File: src/rtl/rgb_fade_pkg.sv
package rgb_fade_pkg;
   localparam int CHAN_W_DEF   = 5;
   localparam int NUM_CHAN_DEF = 3;
   localparam int PIX_W_DEF    = 16;

   // headroom bits so a sum or difference never wraps before the clamp
   localparam int GUARD_BITS = 2;

   typedef enum logic {
      FADE_UP   = 1'b0,
      FADE_DOWN = 1'b1
   } fade_dir_e;
endpackage

File: src/rtl/rgb_fade_chan.sv
module rgb_fade_chan
   import rgb_fade_pkg::*;
#(
   parameter int CHAN_W = CHAN_W_DEF
) (
   input  logic [CHAN_W-1:0] src,
   input  logic [CHAN_W-1:0] mag,
   input  fade_dir_e         dir,
   output logic [CHAN_W-1:0] res
);
   localparam int IW = CHAN_W + GUARD_BITS;
   localparam logic signed [IW-1:0] CEIL = signed'({{GUARD_BITS{1'b0}}, {CHAN_W{1'b1}}});

   if (CHAN_W < 2) begin : g_bad_w
      $error("rgb_fade_chan: CHAN_W must be at least 2");
   end

   logic signed [IW-1:0] src_s;
   logic signed [IW-1:0] off_s;
   logic signed [IW-1:0] sum_s;

   always_comb begin
      src_s = signed'({{GUARD_BITS{1'b0}}, src});
      off_s = signed'({{GUARD_BITS{1'b0}}, mag});
      if (dir == FADE_DOWN) begin
         off_s = -off_s;
      end
      sum_s = src_s + off_s;
      if (sum_s < 0) begin
         res = '0;
      end else if (sum_s > CEIL) begin
         res = '1;
      end else begin
         res = sum_s[CHAN_W-1:0];
      end
   end
endmodule

File: src/rtl/rgb_fade_page.sv
module rgb_fade_page #(
   parameter bit PAGE_REG = 1'b0
) (
   input  logic clk,
   input  logic rst_n,
   input  logic draw_page,
   output logic show_page
);
   if (PAGE_REG) begin : g_reg
      logic page_q;
      always_ff @(posedge clk) begin
         if (!rst_n) begin
            page_q <= 1'b1;
         end else begin
            page_q <= ~draw_page;
         end
      end
      assign show_page = page_q;
   end else begin : g_comb
      logic unused_clk;
      assign unused_clk = clk ^ rst_n;
      assign show_page  = ~draw_page;
   end
endmodule

File: src/rtl/rgb_fade_stage.sv
module rgb_fade_stage
   import rgb_fade_pkg::*;
#(
   parameter int CHAN_W   = CHAN_W_DEF,
   parameter int NUM_CHAN = NUM_CHAN_DEF,
   parameter int PIX_W    = PIX_W_DEF,
   parameter bit PAGE_REG = 1'b0
) (
   input  logic             clk,
   input  logic             rst_n,
   input  logic             pix_in_valid,
   input  logic [PIX_W-1:0] pix_in,
   input  logic [PIX_W-1:0] fade_word,
   input  logic             draw_page,
   output logic             pix_out_valid,
   output logic [PIX_W-1:0] pix_out,
   output logic             show_page
);
   localparam int COLOR_W  = CHAN_W * NUM_CHAN;
   localparam int SIGN_BIT = PIX_W - 1;

   if (PIX_W < COLOR_W + 1) begin : g_bad_pix
      $error("rgb_fade_stage: PIX_W too small for channels plus sign");
   end
   if (NUM_CHAN < 1) begin : g_bad_n
      $error("rgb_fade_stage: NUM_CHAN must be positive");
   end

   fade_dir_e            dir;
   logic [COLOR_W-1:0]   chan_res;
   logic                 fade_off;
   logic [PIX_W-1:0]     next_pix;
   logic [PIX_W-1:0]     pix_q;
   logic                 vld_q;

   assign dir      = fade_dir_e'(fade_word[SIGN_BIT]);
   assign fade_off = (fade_word == '0);

   for (genvar ch = 0; ch < NUM_CHAN; ch++) begin : g_chan
      rgb_fade_chan #(
         .CHAN_W(CHAN_W)
      ) chan_i (
         .src(pix_in[ch*CHAN_W +: CHAN_W]),
         .mag(fade_word[ch*CHAN_W +: CHAN_W]),
         .dir(dir),
         .res(chan_res[ch*CHAN_W +: CHAN_W])
      );
   end

   always_comb begin
      next_pix = '0;
      if (fade_off) begin
         next_pix[COLOR_W-1:0] = pix_in[COLOR_W-1:0];
      end else begin
         next_pix[COLOR_W-1:0] = chan_res;
      end
   end

   always_ff @(posedge clk) begin
      if (!rst_n) begin
         vld_q <= 1'b0;
         pix_q <= '0;
      end else begin
         vld_q <= pix_in_valid;
         if (pix_in_valid) begin
            pix_q <= next_pix;
         end
      end
   end

   assign pix_out_valid = vld_q;
   assign pix_out       = pix_q;

   rgb_fade_page #(
      .PAGE_REG(PAGE_REG)
   ) page_i (
      .clk(clk),
      .rst_n(rst_n),
      .draw_page(draw_page),
      .show_page(show_page)
   );
endmodule

File: config.mk
export PLATFORM = sky130hd
export DESIGN_NAME = rgb_fade_stage
export DESIGN_NICKNAME = d
export VERILOG_FILES = /design/src/rtl/rgb_fade_pkg.sv /design/src/rtl/rgb_fade_chan.sv /design/src/rtl/rgb_fade_page.sv /design/src/rtl/rgb_fade_stage.sv
export SDC_FILE = /design/constraint.sdc
export NUM_CORES = 1
export LEC_CHECK = 0
export BUFFER_PORTS_ARGS = -buffer_cell sky130_fd_sc_hd__buf_2
export CORE_ASPECT_RATIO = 0.6
export CORE_MARGIN = 2
export CORE_UTILIZATION = 35
export CTS_BUF_LIST = sky130_fd_sc_hd__clkbuf_4 sky130_fd_sc_hd__clkbuf_8
export DETAILED_ROUTE_END_ITERATION = 8
export GPL_TIMING_DRIVEN = 0
export PLACE_DENSITY = 0.59
export SLEW_MARGIN = 5
export SYNTH_ARGS = -nofsm -noshare
export SYNTH_HDL_FRONTEND = slang
export SYNTH_HIERARCHICAL = 1
export SYNTH_SLANG_ARGS = --single-unit
File: constraint.sdc
create_clock -name clk -period 3.2 [get_ports clk]
set_clock_uncertainty 0.1 [all_clocks]
set_input_delay 0.32 -clock clk [delete_from_list [all_inputs] [get_ports clk]]
set_output_delay 0.32 -clock clk [all_outputs]
set_load 0.01 [all_outputs]
# Yosys cells after proc, flatten, opt, wreduce, memory -nomap -nowiden
# Index checks and enable logic that the tools add are counted.
# totals
input_bits,36
elab_cells,26
output_inout_bits,18
ff_bits,16
# op_classes
add_sub_neg,6
n_mux,10
n_reduce_logical,1
n_bitwise,1
n_lt_le_gt_ge,6
# op_table
cell,n
$mux 5,6
$add 6x7->7,3
$gt 7x6->1 const B,3
$lt 7x1->1 const B,3
$mux 7,3
$neg 5->7,3
$logic_not 16->1,1
$mux 15,1
$not 1->1,1

# Longest topological paths before layout
# Gate-level depths: netlist of the first run.
# depth
word_depth,7
ltp_mapped,14
mapped_depth_nobuf,14

# Cells and area by module
# Netlist of the first run, hierarchy kept.
# by_module_without_submodules
module,seq_area_each_um2,cells_each,area_per_inst_um2,instances
rgb_fade_chan,0.0,50,366.6,3
rgb_fade_stage,320.3,110,1049.8,1
rgb_fade_page,0.0,1,3.8,1

# Least setup slack after synthesis of the first run
# Ideal clock, no wire load.
# synth_timing
kind,input-to-reg
start,input port fade_word[6]
end,register pix_q[5] (netlist: pix_out[5])
arrival_time_ns,2.344
path_stages,13
t_required_ns,2.966
setup_ns,0.134
n_path_buf,0
path_slack_ns,0.622
cell_sequence,inv_1 -> ha_1 -> inv_1 -> o31ai_1 -> xnor2_1 -> ha_1 -> nor2b_1 -> a311oi_2 -> xor2_1 -> a21oi_1 -> nand2b_1 -> a41oi_1 -> a311oi_2
# synth_between
elab_chain_len,7
elab_cells_between_ends,9
cone_classes,add/sub (2); order compare (2); mux (4); reduce/logical (1)
# synth_lines
item,line,rtl
"start, declared",rgb_fade_stage.sv:13,"input logic [PIX_W-1:0] fade_word,"
$neg 5->7,rgb_fade_chan.sv:26,off_s = -off_s;
$mux 7 *,rgb_fade_chan.sv:25,if (dir == FADE_DOWN) begin
$add 6x7->7 *,rgb_fade_chan.sv:28,sum_s = src_s + off_s;
$gt 7x6->1,rgb_fade_chan.sv:31,end else if (sum_s > CEIL) begin
$mux 5,rgb_fade_chan.sv:31,
$mux 5 *,rgb_fade_chan.sv:29,if (sum_s < 0) begin
named net chan_res[5],rgb_fade_stage.sv:30,logic [COLOR_W-1:0] chan_res;
$mux 15 *,rgb_fade_stage.sv:52,if (fade_off) begin
"end signal, assigned",rgb_fade_stage.sv:66,pix_q <= next_pix;
"end, declared",rgb_fade_stage.sv:33,logic [PIX_W-1:0] pix_q;
# Mark *: on every way through the listed nets, which the timed path passes. The rest lies on a longest branch.
# A chain may end at the register's enable or synchronous reset.

# Worst setup path in the final report of the first run
# layout_timing
start,input port fade_word[10]
end,register pix_q[12] (netlist: pix_out[12])
# Same word-level chain as after synthesis.

==> results.md, run 1 <==
* Result of the run: completed
* Worst hold-check path type: primary input to register
* Most common cell in the synthesized netlist: inv_1
* Placeable core region at about 6000 um2
* Slew headroom at 62.7%
* Share of Yosys cell area claimed by the top area cell type at between 10% and 20%
* Endpoints failing hold at 0
* Mean routed wirelength per cell at roughly 14 um
* Max Cap Viol at 0
* Most instantiated cells after synthesis: inv_1, o21ai_0, a21oi_1, ha_1, dfxtp_1
* Area taken by multi-input logic gates at roughly 1600 um2
* Number of library cell types mapped by synthesis at 33
* CP max-delay cell: ha_1
* Initial cell density of the core at 35.7%
* Signed area change from the synthesized netlist to the final layout at 18.7%
* Global-route wire length before repair at between 9000 and 10,000 um
* Pwr Density at around 320 nW/um2
* # Post-CTS Setup Buffers at 0
* Footprint of the flip-flops and latches at around 320 um2
* Share of synthesized flip-flops with an asynchronous set or reset at 0%
* Via count of the first global-routing pass at 1,991
* Clk root buf: clkbuf_8
* Nets at between 300 and 400
* Port-buffer cells at 51
* Die width at between 100 and 150 um
* Overall via count from detail_route at 2,060
* Cells after synthesis at around 260
* Post-cts repair resize count at 0
* DRC at 0
* Chip height at between 60 and 70 um
* Sequential area share after synthesis at ~15%
* R2R setup slack at approximately 2400 ps
* Avg Synthesized Cell Area at 8.25 um2
* Internal power at ~500 uW
* Pin count of the biggest net entering global routing at 23
* Instance count after placement with tap cells included at approximately 400
* Max incr delay on CP at between 300 and 400 ps
* Via/cell ratio at just over 5
* Synth Flop Type: dfxtp_1
* Layout Cells excl Fill at around 400
* DR pass1 iterations at 4
* IR drop worst, VDD at approximately 0.00014 V
* CP startpoint kind: primary input
* Period utilisation layout at 89.6%
* # fillers at 648
* Initial antenna violation count at 0
* Final wirelength at around 5500 um
* Synthesized Nets at 318
* Starting DRC count in detailed routing at 130
* Cell type contributing the most total cell area after synthesis: dfxtp_1
* Hold buffer count at cts at 0
* Worst path required time at around 3200 ps
* Arrival time worst endpoint at around 2900 ps
* Actual transition at the worst max-transition pin at ~560 ps
* Count of nets left with antenna violations after detail routing at 0
* Final sum of negative setup slack at 0 ps
* Total GRT Usage at 17.3%
* CTS tree: done
* Combinational power share at about 54%
* Number of H-tree levels at 1
* Relative contribution of the clock network to total power at 18.4%
* Area of the mapped netlist at approximately 2200 um2
* Peak Freq at approximately 0.35 GHz
* Full die area at 6820 um2
* Cell family with the largest share of critical-path delay: compound AO/OA/AOI/OAI gates
* Sw Share at between 30% and 40%
* Buffering stage count on the worst path with inverters included at 3
* Total count of max-transition violations in the final report at 0
* Latest clock arrival within the worst-skew pair at 240 ps
* Yosys warning total at 6
* Congestion Overflow GR at 0
* Power share of the sequential group at 28.1%
* Kind of end point of the critical path: register
* Biggest fanout along the worst timing path at 5
* Top-Level Pins at 54
* Switching power at approximately 310 uW
* Number of enable-type register cells in the synthesized netlist at 0
* Ant diodes at 0
* End-of-flow core utilization at a little over two fifths
* Number of flip-flops and latches in the synthesized netlist at 16
* Cell Chain, Critical Path: buf_2, inv_1, ha_1, inv_1, nand2_1, xnor2_1, ha_1, nor2b_1, o31a_1, or2_1, a22oi_2, a21oi_1, nand2b_1, a41oi_1, a311oi_1
* Leakage Power at between 1 and 1.5 nW
* Biggest area contributors in the synthesized netlist: dfxtp_1, ha_1, o21ai_0
* Weighted congestion reported at the end of routability-driven placement at around 0.87
* CTS max path bufs at 2
* Critical path class: primary input to register
* Rows at 22
* RSZ-0062 raised after global routing: false
* Placed wire-length estimate at approximately 4600 um
* CTS sink cnt at 16
* Clock transition at the registers of the reported paths at roughly 60 ps
* Time the final worst path needs with I/O delays and setup at about 2900 ps
* Total clock buffers created by CTS at 3
* Fraction of layout cells with a size suffix above 1 at 27.0%
* Setup Viol. Count Final at 0
==> registers in the layout, summed over array words and instances (netlist names) <==
| register | cells |
|---|---|
| pix_out | 15 |
| pix_out_valid | 1 |
==> cells by family (layout without fill, tap and decap cells) <==
kind of cell	count (synthesis)	count (layout)	share of synthesized area [%]
DFF	16	16	14.9
xor gates and xnor gates	18	18	7.32
buffers and inverters	49	103	11.4
adders and majority gates	21	21	13.2
other	1	1	0.174
and+or+nand+nor	51	51	16.0
AOI/OAI and AO/OA	105	105	37.0
==> per-stage QoR <==
step / setup slack, ps / cell area [um2] / hold slack (ps) / power (mW)
after floorplan: 622 / 2150 / 362 / 0.540
after global placement: 59.3 / 2510 / 421 / 0.657
after detailed placement: 48.4 / 2510 / 427 / 0.664
after CTS: 329 / 2550 / 242 / 0.818
after global routing: 69.6 / 2550 / 246 / 0.883
final: 333 / 2550 / 241 / 0.810
==> path summary, 6_finish.rpt <==
check / from / endpoint / cells past startpoint
max: fade_word[10] / pix_out[12] / 15
min: pix_in[10] / pix_out[10] / 3
max reg2reg: pix_out[12] / pix_out[12] / 2
min reg2reg: pix_out[10] / pix_out[10] / 2
==> area by class of cell <==
cell class                 instances  area share, %
timing repair buffer              51           9.99
multi-input combinational        196           62.1
buffer                            12           4.16
tap                               84           4.11
clock buffer                       3           1.62
sequential                        16           12.5
inverter                          37           5.44
==> power by group through the flow <==
stage                     Sequential, mW  Clock, mW  Combinational, mW
after floorplan                    0.240          0              0.300
after global placement             0.232          0              0.425
after detailed placement           0.233          0              0.431
after CTS                          0.228      0.156              0.434
after global routing               0.230      0.165              0.488
final                              0.228      0.149              0.433
==> metal layers <==
layer  GRT usage, %  wire length [um]
met5              0                 0
met4           2.00                13
met1           26.0              2970
met2           25.8              2160
met3           3.32               384
==> worst register-to-register path, stage by stage, from the launching register on <==
cell	delay, ps
dfxtp_1	340
o21ai_0	90
a311oi_1	210
==> layout by cell type, fill, tap and decap left out, types with 4 or more instances in the layout <==
master | Yosys | routed
a21oi_1 | 18 | 18
a311oi_1 | 10 | 10
a311oi_2 | 8 | 8
a41oi_1 | 15 | 15
and2_1 | 4 | 4
buf_2 | 3 | 54
buf_6 | 5 | 5
dfxtp_1 | 16 | 16
ha_1 | 18 | 18
inv_1 | 37 | 37
nand2_1 | 9 | 9
nand2b_1 | 15 | 15
nor2_1 | 6 | 6
nor2b_1 | 9 | 9
nor4_4 | 4 | 4
o21ai_0 | 30 | 30
xnor2_1 | 9 | 9
xor2_1 | 9 | 9
(Power assumes the default switching activity.)
==> run 2: changes to the inputs <==
Settings changed: PLACE_DENSITY 0.59 to 0.66.
==> results.md, run 2 (synthesis gave the netlist of run 1 again) <==
* Result of the run: completed
* Top-Level Pins at between 50 and 60
* Time the final worst path needs with I/O delays and setup at 2890 ps
* Overall via count from detail_route at about 2,100
* Setup slack at placement at about 89 ps
* Global-route wire length before repair at 9250 um
* RSZ-0062 raised after global routing: false
* Clk root buf: clkbuf_8
* DRC at 0
* R2R setup slack at around 2300 ps
* Cell Chain, Critical Path: buf_2, inv_1, ha_1, nand2_1, o21ai_0, ha_1, a21oi_1, nor2b_1, a311oi_2, xor2_1, a21oi_1, nand2b_1, a41oi_1, a311oi_1
* Number of cells on the worst hold path at 3
* Latest clock arrival within the worst-skew pair at around 250 ps
* Weighted congestion reported at the end of routability-driven placement at roughly 0.87
* Initial cell density of the core at between 30% and 40%
* Buffering stage count on the worst path with inverters included at 2
* CTS max path bufs at 2
* Leakage Power at 1.15 nW
* Hold buffer count at cts at 0
* Cell family with the largest share of critical-path delay: compound AO/OA/AOI/OAI gates
* Signed area change from the synthesized netlist to the final layout at 19.3%
* Worst hold-check path type: primary input to register
* Biggest fanout along the worst timing path at 5
* Worst hold endpoint: pix_out[10]
* Endpoints failing hold at 0
* Chip height at about 65 um
* Min-Delay Startpoint: pix_in[10]
* Congestion Overflow GR at 0
* Total clock buffers created by CTS at 3
* Number of H-tree levels at 1
* Final sum of negative setup slack at 0 ps
* Number of flip-flops under the largest register name at 15
* Worst path required time at 3230 ps
* Post-cts repair resize count at 0
* Layout Cells excl Fill at 400
* Port-buffer cells at 51
* Rows at 22
* IR drop worst, VDD at roughly 0.00013 V
* Starting DRC count in detailed routing at 94
* Placeable core region at between 6000 and 7000 um2
* Nets at about 370
* Max incr delay on CP at 380 ps
* Total count of max-transition violations in the final report at 0
* Placed wire-length estimate at 4680 um
* # Post-CTS Setup Buffers at 0
* Ant diodes at 0
* Via/cell ratio at ~5.2
* Die width at about 110 um
* Kind of end point of the critical path: register
* # fillers at slightly above 600
* Pin count of the biggest net entering global routing at 23
* Via count of the first global-routing pass at around 1,900
* End of the worst register-to-register path: pix_out[11]
* Critical path class: primary input to register
* Worst reg2reg startpoint: pix_out[11]
* CP max-delay cell: xor2_1
* Final wirelength at ~5700 um
* Initial antenna violation count at 0
* Pwr Density at roughly 330 nW/um2
* Actual transition at the worst max-transition pin at 544 ps
* Full die area at 6820 um2
* Total GRT Usage at 16.8%
* Peak Freq at roughly 0.35 GHz
* CTS tree: done
* CP startpoint kind: primary input
* Max Cap Viol at 0
* Fraction of layout cells with a size suffix above 1 at between 20% and 30%
* Count of nets left with antenna violations after detail routing at 0
* Number of cell instances on the worst register-to-register path at 2
* Final critical-path setup slack at 312 ps
* DR pass1 iterations at 5
* CTS sink cnt at 16
* Slew headroom at approximately 63%
* Clock transition at the registers of the reported paths at ~70 ps
* Arrival time worst endpoint at 2920 ps
* Period utilisation layout at 90.2%
* Instance count after placement with tap cells included at a little under 400
* Mean routed wirelength per cell at 14.2 um
* Setup Viol. Count Final at 0
* Commonest non-fill, non-tap cell in the layout: buf_2
* Most frequent cells in the layout: buf_2, inv_1, o21ai_0
run 2: cell types whose count changed in the layout (fill, tap and decap cells not counted), sizes merged:
cell and delta:
clkbuf +1
run 2: area by class of cell:
cell class	count	area [um2]	share of cell area, %
Inverter	37	139	5.41
Buffer	12	106	4.14
Tap cell	84	105	4.09
Timing Repair Buffer	51	255	9.94
Clock buffer	4	55.1	2.14
Multi-Input combinational cell	196	1590	61.8
Sequential cell	16	320	12.5
run 2: tightest hold or removal path: cells and delay by family:
kind	cells	cell delay (ps)
compound gates	1	70
buf+inv	2	160
run 2: how the worst max path moves through the flow:
stage | start | to | depth (start not counted)
after floorplan | fade_word[6] | pix_out[5] | 13
after global placement | fade_word[10] | pix_out[10] | 14
after detailed placement | fade_word[10] | pix_out[10] | 14
after CTS | fade_word[10] | pix_out[10] | 14
after global routing | fade_word[10] | pix_out[13] | 15
final | fade_word[10] | pix_out[10] | 14
run 2: power by group:
part	leakage (nW)	switching, mW	total, mW	internal [mW]
clock network	0.0288	0.0768	0.186	0.109
logic	0.992	0.239	0.436	0.196
registers	0.133	0.00976	0.228	0.218
run 2: routing by layer:
metal	track usage (%)	vias up	wire [um]
met2	26.4	49	2370
li1	-	1065	-
met3	2.82	2	252
met4	1.50	0	8
met1	24.8	974	3040
met5	0	-	0
run 2: per-stage QoR:
stage               util (%)  power [mW]  cell area, um2  hold WS [ps]
detailed placement      41.7       0.664            2510           424
global route            42.6       0.909            2570           235
floorplan                  -       0.540            2150           362
CTS                     42.6       0.849            2570           237
finish                  42.6       0.850            2570           235
global placement        41.7       0.654            2510           421
==> run 3: changes to the inputs <==
Settings changed: CORE_MARGIN 2 to 3, CORE_UTILIZATION 35 to 55, PLACE_DENSITY 0.66 to 0.92.
==> results.md, run 3 (synthesis gave the netlist of run 1 again) <==
* Result of the run: completed
* Total met3 wirelength after detailed routing at slightly above 400 um
* Pwr Density at roughly 340 nW/um2
* Critical path class: primary input to register
* Global-route wire length before repair at roughly 8700 um
* Count of nets left with antenna violations after detail routing at 0
* Initial antenna violation count at 0
* Total GRT Usage at roughly a quarter
* Time the final worst path needs with I/O delays and setup at between 2000 and 3000 ps
* Footprint of the flip-flops and latches at 320 um2
* Full die area at 4730 um2
* Endpoints failing hold at 0
* Post-cts repair resize count at 0
* # fillers at 273
* Die width at 86.8 um
* IR drop worst, VDD at around 0.00031 V
* End-of-flow core utilization at a little under three quarters
* DP Area at approximately 2500 um2
* Latest clock arrival within the worst-skew pair at around 250 ps
* Clk root buf: clkbuf_8
* Total count of max-transition violations in the final report at 0
* Via count of the first global-routing pass at roughly 1,800
* RSZ-0062 raised after global routing: false
* Highest metal layer with signal wires: met4
* Arrival time worst endpoint at between 2000 and 3000 ps
* Signed area change from the synthesized netlist to the final layout at 17.0%
* Period utilisation layout at between 90% and 100%
* Congestion Overflow GR at 0
* Wire length on met2 at 1980 um
* Total clock buffers created by CTS at 3
* Chip height at roughly 54 um
* Starting DRC count in detailed routing at around 250
* Actual transition at the worst max-transition pin at around 500 ps
* CTS max path bufs at 2
* Peak Freq at between 0.3 and 0.4 GHz
* Ant diodes at 0
* Mean routed wirelength per cell at between 10 and 15 um
* Biggest fanout along the worst timing path at 5
* DRC at 0
* Instance count after placement with tap cells included at 357
* Worst hold-check path type: primary input to register
* Number of flip-flops under the largest register name at 15
* Kind of end point of the critical path: register
* Worst reg2reg startpoint: pix_out[10]
* CP max-delay cell: ha_1
* Weighted congestion reported at the end of routability-driven placement at 0.875
* Final wirelength at around 5400 um
* DR pass1 iterations at 5
* Setup Viol. Count Final at 0
* Placeable core region at approximately 3500 um2
* Leakage Power at around 1.2 nW
* # Post-CTS Setup Buffers at 0
* Max Cap Viol at 0
* Initial cell density of the core at 61.5%
* Min-Delay Startpoint: pix_in[14]
* Overall via count from detail_route at approximately 2,100
* Port-buffer cells at ~50
* Top-Level Pins at 54
* Via/cell ratio at between 5 and 6
* Fraction of layout cells with a size suffix above 1 at a little over a quarter
* Slew headroom at about two thirds
* Origin of the worst setup path: fade_word[5]
* CTS tree: done
* Area taken by multi-input logic gates at ~1600 um2
* Layout Cells excl Fill at 361
* Hold buffer count at cts at 0
* Number of H-tree levels at 1
* Max incr delay on CP at 310 ps
* Placed wire-length estimate at approximately 4500 um
* Final sum of negative setup slack at 0 ps
* Final non-filler cell area at between 2000 and 3000 um2
* Cell family with the largest share of critical-path delay: compound AO/OA/AOI/OAI gates
* Pin count of the biggest net entering global routing at 23
* CTS sink cnt at 16
* Nets at roughly 370
* Commonest non-fill, non-tap cell in the layout: buf_2
* Cell Chain, Critical Path: buf_2, inv_1, ha_1, inv_1, nand2_1, xnor2_1, ha_1, nor2b_1, o31a_1, or2_1, a22oi_2, a21oi_1, nand2b_1, a41oi_1, a311oi_2
* Buffering stage count on the worst path with inverters included at 3
* Clock transition at the registers of the reported paths at about 60 ps
* Met1 routed wirelength after detailed routing at roughly 3000 um
* Rows at 16
* CP startpoint kind: primary input
* Worst path required time at around 3200 ps
* Most frequent cells in the layout: buf_2, inv_1, o21ai_0
run 3: worst paths after layout:
kind | endpoint | slack, ps | cells past startpoint
worst min-delay path | pix_out[14] | 240 | 3
worst max-delay path | pix_out[5] | 300 | 15
worst min register to register | pix_out[14] | 440 | 2
worst max register to register | pix_out[10] | 2340 | 2
run 3: stage by stage:
| stage | total power, mW | setup slack (ps) | hold WS (ps) |
|---|---|---|---|
| floorplan | 0.540 | 622 | 362 |
| global placement | 0.650 | 156 | 420 |
| detailed placement | 0.664 | 98.6 | 426 |
| CTS | 0.841 | 350 | 239 |
| global route | 0.907 | 111 | 256 |
| finish | 0.845 | 299 | 239 |
run 3: where the power goes:
part           internal, mW  total (mW)  switching (mW)
Clock                 0.109       0.176          0.0666
Combinational         0.197       0.441           0.245
Sequential            0.219       0.227         0.00887
run 3: worst min-delay path: cells and delay by family:
family | cells | cell delay [ps]
buffers and inverters | 2 | 150
AO/OA/AOI/OAI | 1 | 70
run 3: metal layers:
layer  up-vias  global-route usage, %
met4         0                   3.11
met2        82                   32.9
li1       1063                      -
met1       939                   36.9
met3         3                   4.21
met5         -                      0
run 3: cell type report:
type	count	area share [%]
multi-input combinational	196	63.0
sequential	16	12.7
timing repair buffer	51	10.1
inverter	37	5.51
buffer	12	4.22
tap	45	2.23
clock buffer	4	2.18
